<file path="config.mk">
export PLATFORM = sky130hd
export DESIGN_NAME = sercmd_slave
export DESIGN_NICKNAME = d
export VERILOG_FILES = /design/src/rtl/scb_pkg.sv /design/src/rtl/scb_sync.sv /design/src/rtl/scb_regfile.sv /design/src/rtl/scb_frame.sv /design/src/rtl/sercmd_slave.sv
export SDC_FILE = /design/constraint.sdc
export NUM_CORES = 1
export LEC_CHECK = 0
export ABC_AREA = 1
export BUFFER_PORTS_ARGS = -buffer_cell sky130_fd_sc_hd__buf_2
export CELL_PAD_IN_SITES_DETAIL_PLACEMENT = 1
export CELL_PAD_IN_SITES_GLOBAL_PLACEMENT = 1
export CORE_MARGIN = 4
export CORE_UTILIZATION = 40
export CTS_BUF_LIST = sky130_fd_sc_hd__clkbuf_2
export DETAILED_ROUTE_END_ITERATION = 8
export GPL_ROUTABILITY_DRIVEN = 1
export PLACE_DENSITY = 0.87
export SLEW_MARGIN = 20
export SYNTH_ARGS = -nofsm -noshare
export SYNTH_HDL_FRONTEND = slang
export SYNTH_SLANG_ARGS = --single-unit
</file>
<file path="constraint.sdc">
create_clock -name clk -period 5.1 [get_ports clk]
set_input_delay 1.53 -clock clk [delete_from_list [all_inputs] [get_ports clk]]
set_output_delay 1.53 -clock clk [all_outputs]
set_load 0.03 [all_outputs]
</file>
<file path="src/rtl/scb_pkg.sv">
package scb_pkg;

   typedef enum logic [1:0] {
      K_CMD  = 2'd0,
      K_WR   = 2'd1,
      K_RD   = 2'd2,
      K_NONE = 2'd3
   } kind_e;

   function automatic kind_e classify(input logic [7:0] a, input int nregs,
                                      input int cmd_limit, input int wr_base,
                                      input int rd_base);
      int v;
      v = int'(a);
      if (v < cmd_limit)                       return K_CMD;
      if (v >= wr_base && v < wr_base + nregs) return K_WR;
      if (v >= rd_base && v < rd_base + nregs) return K_RD;
      return K_NONE;
   endfunction

endpackage

</file>
<file path="src/rtl/scb_sync.sv">
module scb_sync #(
   parameter int           W    = 3,
   parameter logic [W-1:0] INIT = '0
) (
   input  logic         clk,
   input  logic         rst_n,
   input  logic [W-1:0] d,
   output logic [W-1:0] q
);
   for (genvar g = 0; g < W; g++) begin : g_bit
      logic [1:0] st;
      always_ff @(posedge clk or negedge rst_n) begin
         if (!rst_n) st <= {2{INIT[g]}};
         else        st <= {st[0], d[g]};
      end
      assign q[g] = st[1];
   end
endmodule

</file>
<file path="src/rtl/scb_regfile.sv">
module scb_regfile #(
   parameter int NREGS = 4,
   parameter int DW    = 16,
   parameter int IW    = 2
) (
   input  logic                clk,
   input  logic                rst_n,
   input  logic                wr_en,
   input  logic [IW-1:0]       wr_idx,
   input  logic [DW-1:0]       wr_data,
   input  logic [IW-1:0]       rd_idx,
   output logic [DW-1:0]       rd_data,
   output logic [NREGS*DW-1:0] regs_flat
);
   logic [DW-1:0] mem [NREGS];

   for (genvar g = 0; g < NREGS; g++) begin : g_reg
      always_ff @(posedge clk or negedge rst_n) begin
         if (!rst_n)                                  mem[g] <= '0;
         else if (wr_en && int'(wr_idx) == g)         mem[g] <= wr_data;
      end
      assign regs_flat[g*DW +: DW] = mem[g];
   end

   always_comb begin
      rd_data = '0;
      for (int i = 0; i < NREGS; i++)
         if (int'(rd_idx) == i) rd_data = mem[i];
   end

   // contents move only in the cycle after a commit strobe
   assert_no_stray_write_R8: assert property (@(posedge clk) disable iff (!rst_n)
      !wr_en |=> $stable(regs_flat));
endmodule

</file>
<file path="src/rtl/scb_frame.sv">
module scb_frame import scb_pkg::*; #(
   parameter int NREGS     = 4,
   parameter int DW        = 16,
   parameter int IW        = 2,
   parameter int CMD_LIMIT = 'h40,
   parameter int WR_BASE   = 'h40,
   parameter int RD_BASE   = 'h80
) (
   input  logic          clk,
   input  logic          rst_n,
   input  logic          sel_s,
   input  logic          sck_s,
   input  logic          sdi_s,
   output logic          wr_en,
   output logic [IW-1:0] wr_idx,
   output logic [DW-1:0] wr_data,
   output logic [IW-1:0] rd_idx,
   input  logic [DW-1:0] rd_data,
   output logic          cmd_valid,
   output logic [7:0]    cmd_code,
   output logic          sdo,
   output logic          sdo_oe
);
   localparam int FULL = 8 + DW;
   localparam int CW   = $clog2(FULL + 2);
   localparam logic [CW-1:0] SAT = CW'(FULL + 1);

   logic            sck_q, sel_q, seen_low, oe_q;
   logic [CW-1:0]   cnt;
   logic [FULL-1:0] rx;
   logic [DW-1:0]   tx;
   logic            sck_rise, sel_rise;
   logic [7:0]      nxt_addr, cmd_addr;
   kind_e           k_now;
   logic            len_ok;

   assign sck_rise = ~sel_s & sck_s & ~sck_q;
   assign sel_rise = sel_s & ~sel_q;
   assign nxt_addr = {rx[6:0], sdi_s};
   assign rd_idx   = IW'(int'(nxt_addr) - RD_BASE);

   always_ff @(posedge clk or negedge rst_n) begin
      if (!rst_n) begin
         sck_q <= 1'b0; sel_q <= 1'b1; seen_low <= 1'b0; oe_q <= 1'b0;
         cnt <= '0; rx <= '0; tx <= '0;
      end else begin
         sck_q <= sck_s;
         sel_q <= sel_s;
         if (sel_s) begin
            cnt <= '0; seen_low <= 1'b0; oe_q <= 1'b0; tx <= '0;
         end else begin
            if (!sck_s) seen_low <= 1'b1;
            oe_q <= seen_low | ~sck_s;
            if (sck_rise) begin
               rx <= {rx[FULL-2:0], sdi_s};
               if (cnt != SAT) cnt <= cnt + 1'b1;
               if (cnt == CW'(7) &&
                   classify(nxt_addr, NREGS, CMD_LIMIT, WR_BASE, RD_BASE) == K_RD)
                  tx <= rd_data;
               else if (cnt >= CW'(8))
                  tx <= {tx[DW-2:0], 1'b0};
            end
         end
      end
   end

   // decide the commit from the count reached when select rises
   assign cmd_addr = (cnt == CW'(8)) ? rx[7:0] : rx[FULL-1 -: 8];
   assign k_now    = classify(cmd_addr, NREGS, CMD_LIMIT, WR_BASE, RD_BASE);
   assign len_ok   = (k_now == K_WR || k_now == K_RD) ? (cnt == CW'(FULL))
                                                       : (cnt == CW'(8));
   assign wr_en     = sel_rise & len_ok & (k_now == K_WR);
   assign wr_idx    = IW'(int'(cmd_addr) - WR_BASE);
   assign wr_data   = rx[DW-1:0];
   assign cmd_valid = sel_rise & len_ok & (k_now == K_CMD);
   assign cmd_code  = cmd_addr;
   assign sdo       = oe_q & tx[DW-1];
   assign sdo_oe    = oe_q;

   assert_oe_off_R6: assert property (@(posedge clk) disable iff (!rst_n)
      sel_s |=> !sdo_oe);
   assert_cmd_pulse_R4: assert property (@(posedge clk) disable iff (!rst_n)
      cmd_valid |=> !cmd_valid);
   assert_cnt_clear_R12: assert property (@(posedge clk) disable iff (!rst_n)
      sel_s |=> (cnt == '0));
   assert_one_commit_R8: assert property (@(posedge clk) disable iff (!rst_n)
      $onehot0({wr_en, cmd_valid}));
endmodule

</file>
<file path="src/rtl/sercmd_slave.sv">
module sercmd_slave #(
   parameter int NREGS     = 4,
   parameter int CMD_LIMIT = 'h40,
   parameter int WR_BASE   = 'h40,
   parameter int RD_BASE   = 'h80
) (
   input  logic                 clk,
   input  logic                 rst_n,
   input  logic                 sel_n,
   input  logic                 sck,
   input  logic                 sdi,
   output logic                 sdo,
   output logic                 sdo_oe,
   output logic                 cmd_valid,
   output logic [7:0]           cmd_code,
   output logic [NREGS*16-1:0]  regs_q
);
   localparam int DW = 16;
   localparam int IW = (NREGS > 1) ? $clog2(NREGS) : 1;

   if (NREGS < 1 || NREGS > 64) begin : g_bad_nregs
      $error("NREGS out of range");
   end
   if (CMD_LIMIT > WR_BASE || WR_BASE + NREGS > RD_BASE || RD_BASE + NREGS > 256) begin : g_bad_map
      $error("address windows overlap or exceed the address byte");
   end

   logic [2:0]    sync_q;
   logic          wr_en;
   logic [IW-1:0] wr_idx, rd_idx;
   logic [DW-1:0] wr_data, rd_data;

   scb_sync #(.W(3), .INIT(3'b100)) u_sync (
      .clk(clk), .rst_n(rst_n), .d({sel_n, sck, sdi}), .q(sync_q));

   scb_frame #(.NREGS(NREGS), .DW(DW), .IW(IW), .CMD_LIMIT(CMD_LIMIT),
               .WR_BASE(WR_BASE), .RD_BASE(RD_BASE)) u_frame (
      .clk(clk), .rst_n(rst_n),
      .sel_s(sync_q[2]), .sck_s(sync_q[1]), .sdi_s(sync_q[0]),
      .wr_en(wr_en), .wr_idx(wr_idx), .wr_data(wr_data),
      .rd_idx(rd_idx), .rd_data(rd_data),
      .cmd_valid(cmd_valid), .cmd_code(cmd_code),
      .sdo(sdo), .sdo_oe(sdo_oe));

   scb_regfile #(.NREGS(NREGS), .DW(DW), .IW(IW)) u_regs (
      .clk(clk), .rst_n(rst_n),
      .wr_en(wr_en), .wr_idx(wr_idx), .wr_data(wr_data),
      .rd_idx(rd_idx), .rd_data(rd_data), .regs_flat(regs_q));
endmodule

</file>
==> results_dict.tcl <==
set metrics [dict create \
    cts_sinks 119 \
    powerDensity_mw_per_mm2 275 \
    status "complete, no violations" \
    area_growth_pct 11.6 \
    dieArea_mm2 0.0163 \
    synth-xor-area-share_pct 0 \
    drv_slew 0 \
    drc_errors 0 \
    synthSimpleGateAreaFrac_pct 34.7 \
    intPower_uw 1230 \
    grt_max_degree 72 \
    grt.overflow.total 0 \
    min_path_type "register to register" \
    grtUsageTotal_pct 23.3 \
    final_nets 763 \
    tightest_slew_ns 0.925 \
    critPathRequiredTime_ns 3.57 \
    path_max_fanout 13 \
    post_cts_buffers 0 \
    design.core.area_mm2 0.0139 \
    num_rows 43 \
    worst_hold_slack_ns 0.368 \
    preCtsSetupSlack_ns 0.979 \
    max_freq_mhz 209 \
    vdd_drop_max_uv 116 \
    finalWirelength_mm 18.5 \
    yosysSeqAreaShare_pct 52.1 \
    setup_tns_ns 0 \
    yosysWarnings 0 \
    combPwrFrac_pct 8.8 \
    grt_setup_unrepaired "no" \
    layout_setup_ws_ns 0.316 \
    switching_share_pct 30.1 \
    cts_buffer_depth 2 \
    pwr-share-seq_pct 58.6 \
    antenna_found_initial 1 \
    synth_ff_type "dfrtp_1" \
    relSlewSlack_pct 38.3 \
    fillers 1716 \
    drtIter0Drc 476 \
    p_leak_uw 0.00355 \
    ios 80 \
    yosys-mux-area-fraction_pct 0 \
    grt_pass1_wl_mm 30.1 \
    cts_resized 0 \
    finalCritPeriodShare_pct 93.8 \
    worstPathArrival_ns 3.25 \
    cts.clk_slew.worst_paths_ns 0.18 \
    start_kind "register" \
    synth_compound_area_share_pct 5.88 \
    maxCapViolCount 0 \
    synth-adder-area-share_pct 0.874 \
    post-route-util_pct 45.9 \
    initial_core_util_pct 41.1 \
    finClkSkew_ns 0.0371 \
    critical_path_class "register to primary output" \
    die_x_um 128 \
    synth_top_family_by_area "simple AND/OR/NAND/NOR gates" \
    synth_edf_count 0 \
    clk_latency_ns 0.67 \
    holdBufCountCts 0 \
    setup_viol 0 \
    period_needed_ns 4.78 \
    dp_hpwl_mm 12.8 \
    route.vias.total 5385 \
    root_buffer "clkbuf_2" \
    p_clk_share_pct 32.6 \
    cts_inserted_buffers 17 \
    switchingPower_uw 528 \
    htree_num_levels 4 \
    synthArstFlopShare_pct 100 \
    avgSynthCellArea_um2 8.28 \
    synth_nets 701 \
    die_h_um 128 \
    netlist_area_mm2 0.00573 \
    gp_congestion 0.865 \
    wl_per_cell_um 19.5 \
    firstDrtPassIters 5 \
    grt_pass1_vias 5630 \
    synth_seq_cells 119 \
    hold_viol 0 \
    synthCells 692 \
    ys_types 32 \
    drtAntennaViolNets 0 \
    drive_above_1_share_pct 20.1 \
    io_buffers 79 \
    vias_per_cell 5.68 \
    end_kind "primary output" \
    cts_tree "built" \
]
[final cells by class]
| class | count | area (µm²) | area share (%) |
|---|---|---|---|
| multi-input cells | 494 | 2380 | 37.3 |
| clock inverters | 12 | 110 | 1.72 |
| flip-flops and latches | 119 | 2980 | 46.7 |
| repair buffers | 87 | 458 | 7.17 |
| diodes | 1 | 2.50 | 0.0392 |
| clock buffers | 20 | 100 | 1.57 |
| well taps | 180 | 225 | 3.52 |
| inverters | 35 | 131 | 2.06 |
[synth_stat cells, types with 2 or more instances]
cell	instances	area, µm²
nand2_2	2	12.5
buf_4	11	82.6
o21ai_0	41	205
nand2_1	256	961
or2_2	14	87.6
nand3_1	47	235
inv_2	3	11.3
nor3_1	3	15.0
dfrtp_1	116	2900
nor2_4	3	33.8
a21oi_1	5	25.0
ha_1	4	50.1
o21ai_1	3	15.0
clkbuf_1	18	67.6
buf_6	3	33.8
dfstp_2	3	78.8
o221ai_1	5	43.8
buf_2	11	55.1
nor2_2	4	25.0
nand3_2	4	40.0
nand4_1	76	475
inv_1	32	120
nor2_1	19	71.3
[sequential cells by signal, summed over array words and instances, names as in the netlist]
name	count
u_frame.tx	16
u_frame.rx	24
u_frame.cnt	5
u_frame.sel_q	1
u_frame.sdo_oe	1
u_regs.regs_flat	64
u_sync.g_bit.st	6
u_frame.sck_q	1
u_frame.seen_low	1
[metal layers]
metal / global-route usage [%] / part of all wire (%) / vias up
li1: - / - / 2445
met1: 32.2 / 45 / 2737
met2: 36.8 / 48 / 168
met3: 3.88 / 4.6 / 35
met4: 9.49 / 2.6 / 0
met5: 0 / 0 / -
[power by group through the flow]
stage | combinational (µW) | sequential [µW] | clock (µW)
after global placement | 141 | 1040 | 0
after global routing | 171 | 1030 | 633
after floorplan | 97.6 | 1010 | 0
after detailed placement | 149 | 1040 | 0
after CTS | 151 | 1020 | 586
final | 155 | 1030 | 572
[cell usage in the layout, fill, tap and decap left out]
cell type and instances:
nand2_1 256, dfrtp_1 116, buf_2 78, nand4_1 76, nand3_1 47, o21ai_0 41
inv_1 32, clkbuf_2 20, nor2_1 18, or2_2 14, buf_4 9, a21oi_1 5
nor2_2 5, o221ai_1 5, nand3_2 4, clkinv_2 4, clkinv_1 4, inv_2 3
nor2_4 3, nor3_1 3, ha_1 3, dfstp_2 3, o21ai_2 2, nand2_2 2
o21ai_1 2, clkinvlp_4 2, bufinv_16 2, diode_2 1, nand4_4 1, nor3b_1 1
o22ai_1 1, o211ai_1 1, a21oi_2 1, o31ai_1 1, o2111ai_1 1, ha_2 1
[through the flow]
| step | instances | area, µm² | total power (µW) |
|---|---|---|---|
| 2_1_floorplan | 692 | 5730 | 1110 |
| 3_5_place_dp | 915 | 6170 | 1190 |
| 3_3_place_gp | 915 | 6170 | 1180 |
| 6_report | 948 | 6390 | 1750 |
| 5_1_grt | 948 | 6390 | 1840 |
| 4_1_cts | 947 | 6380 | 1760 |
[cell families (layout without fill, tap and decap cells)]
group                      count (synthesis)  in the layout
adders and majority gates                  4              4
and+or+nand+nor                          430            430
buffers and inverters                     79            154
other                                      0              1
AOI/OAI and AO/OA                         60             60
DFF                                      119            119
[critical path, stage by stage (launching register included)]
cell and delay, ns:
dfrtp_1 0.44, inv_1 0.12, ha_2 0.31, nand4_4 0.23
nand2_1 0.13, nand2_1 0.09, nand2_1 0.15, nor2_4 0.05
inv_1 0.07, a21oi_1 0.07, ha_1 0.32, inv_1 0.05
nand2_1 0.05, nand3_1 0.10, nor3b_1 0.19, buf_2 0.23
[worst paths after layout]
| check | cells after the start | slack, ns | end | startpoint |
|---|---|---|---|---|
| worst max-delay path | 15 | 0.32 | cmd_valid | u_frame.cnt[1] |
| worst min-delay path | 0 | 0.37 | u_sync.g_bit[2].st[1] | u_sync.g_bit[2].st[0] |
| worst max register to register | 19 | 1.11 | u_regs.regs_flat[1] | u_frame.cnt[1] |
| worst min register to register | 0 | 0.37 | u_sync.g_bit[2].st[1] | u_sync.g_bit[2].st[0] |
| max in group asynchronous | 2 | 3.17 | u_regs.regs_flat[56] | rst_n |
| min in group asynchronous | 1 | 0.97 | u_frame.rx[21] | rst_n |
(Power assumes the default switching activity.)
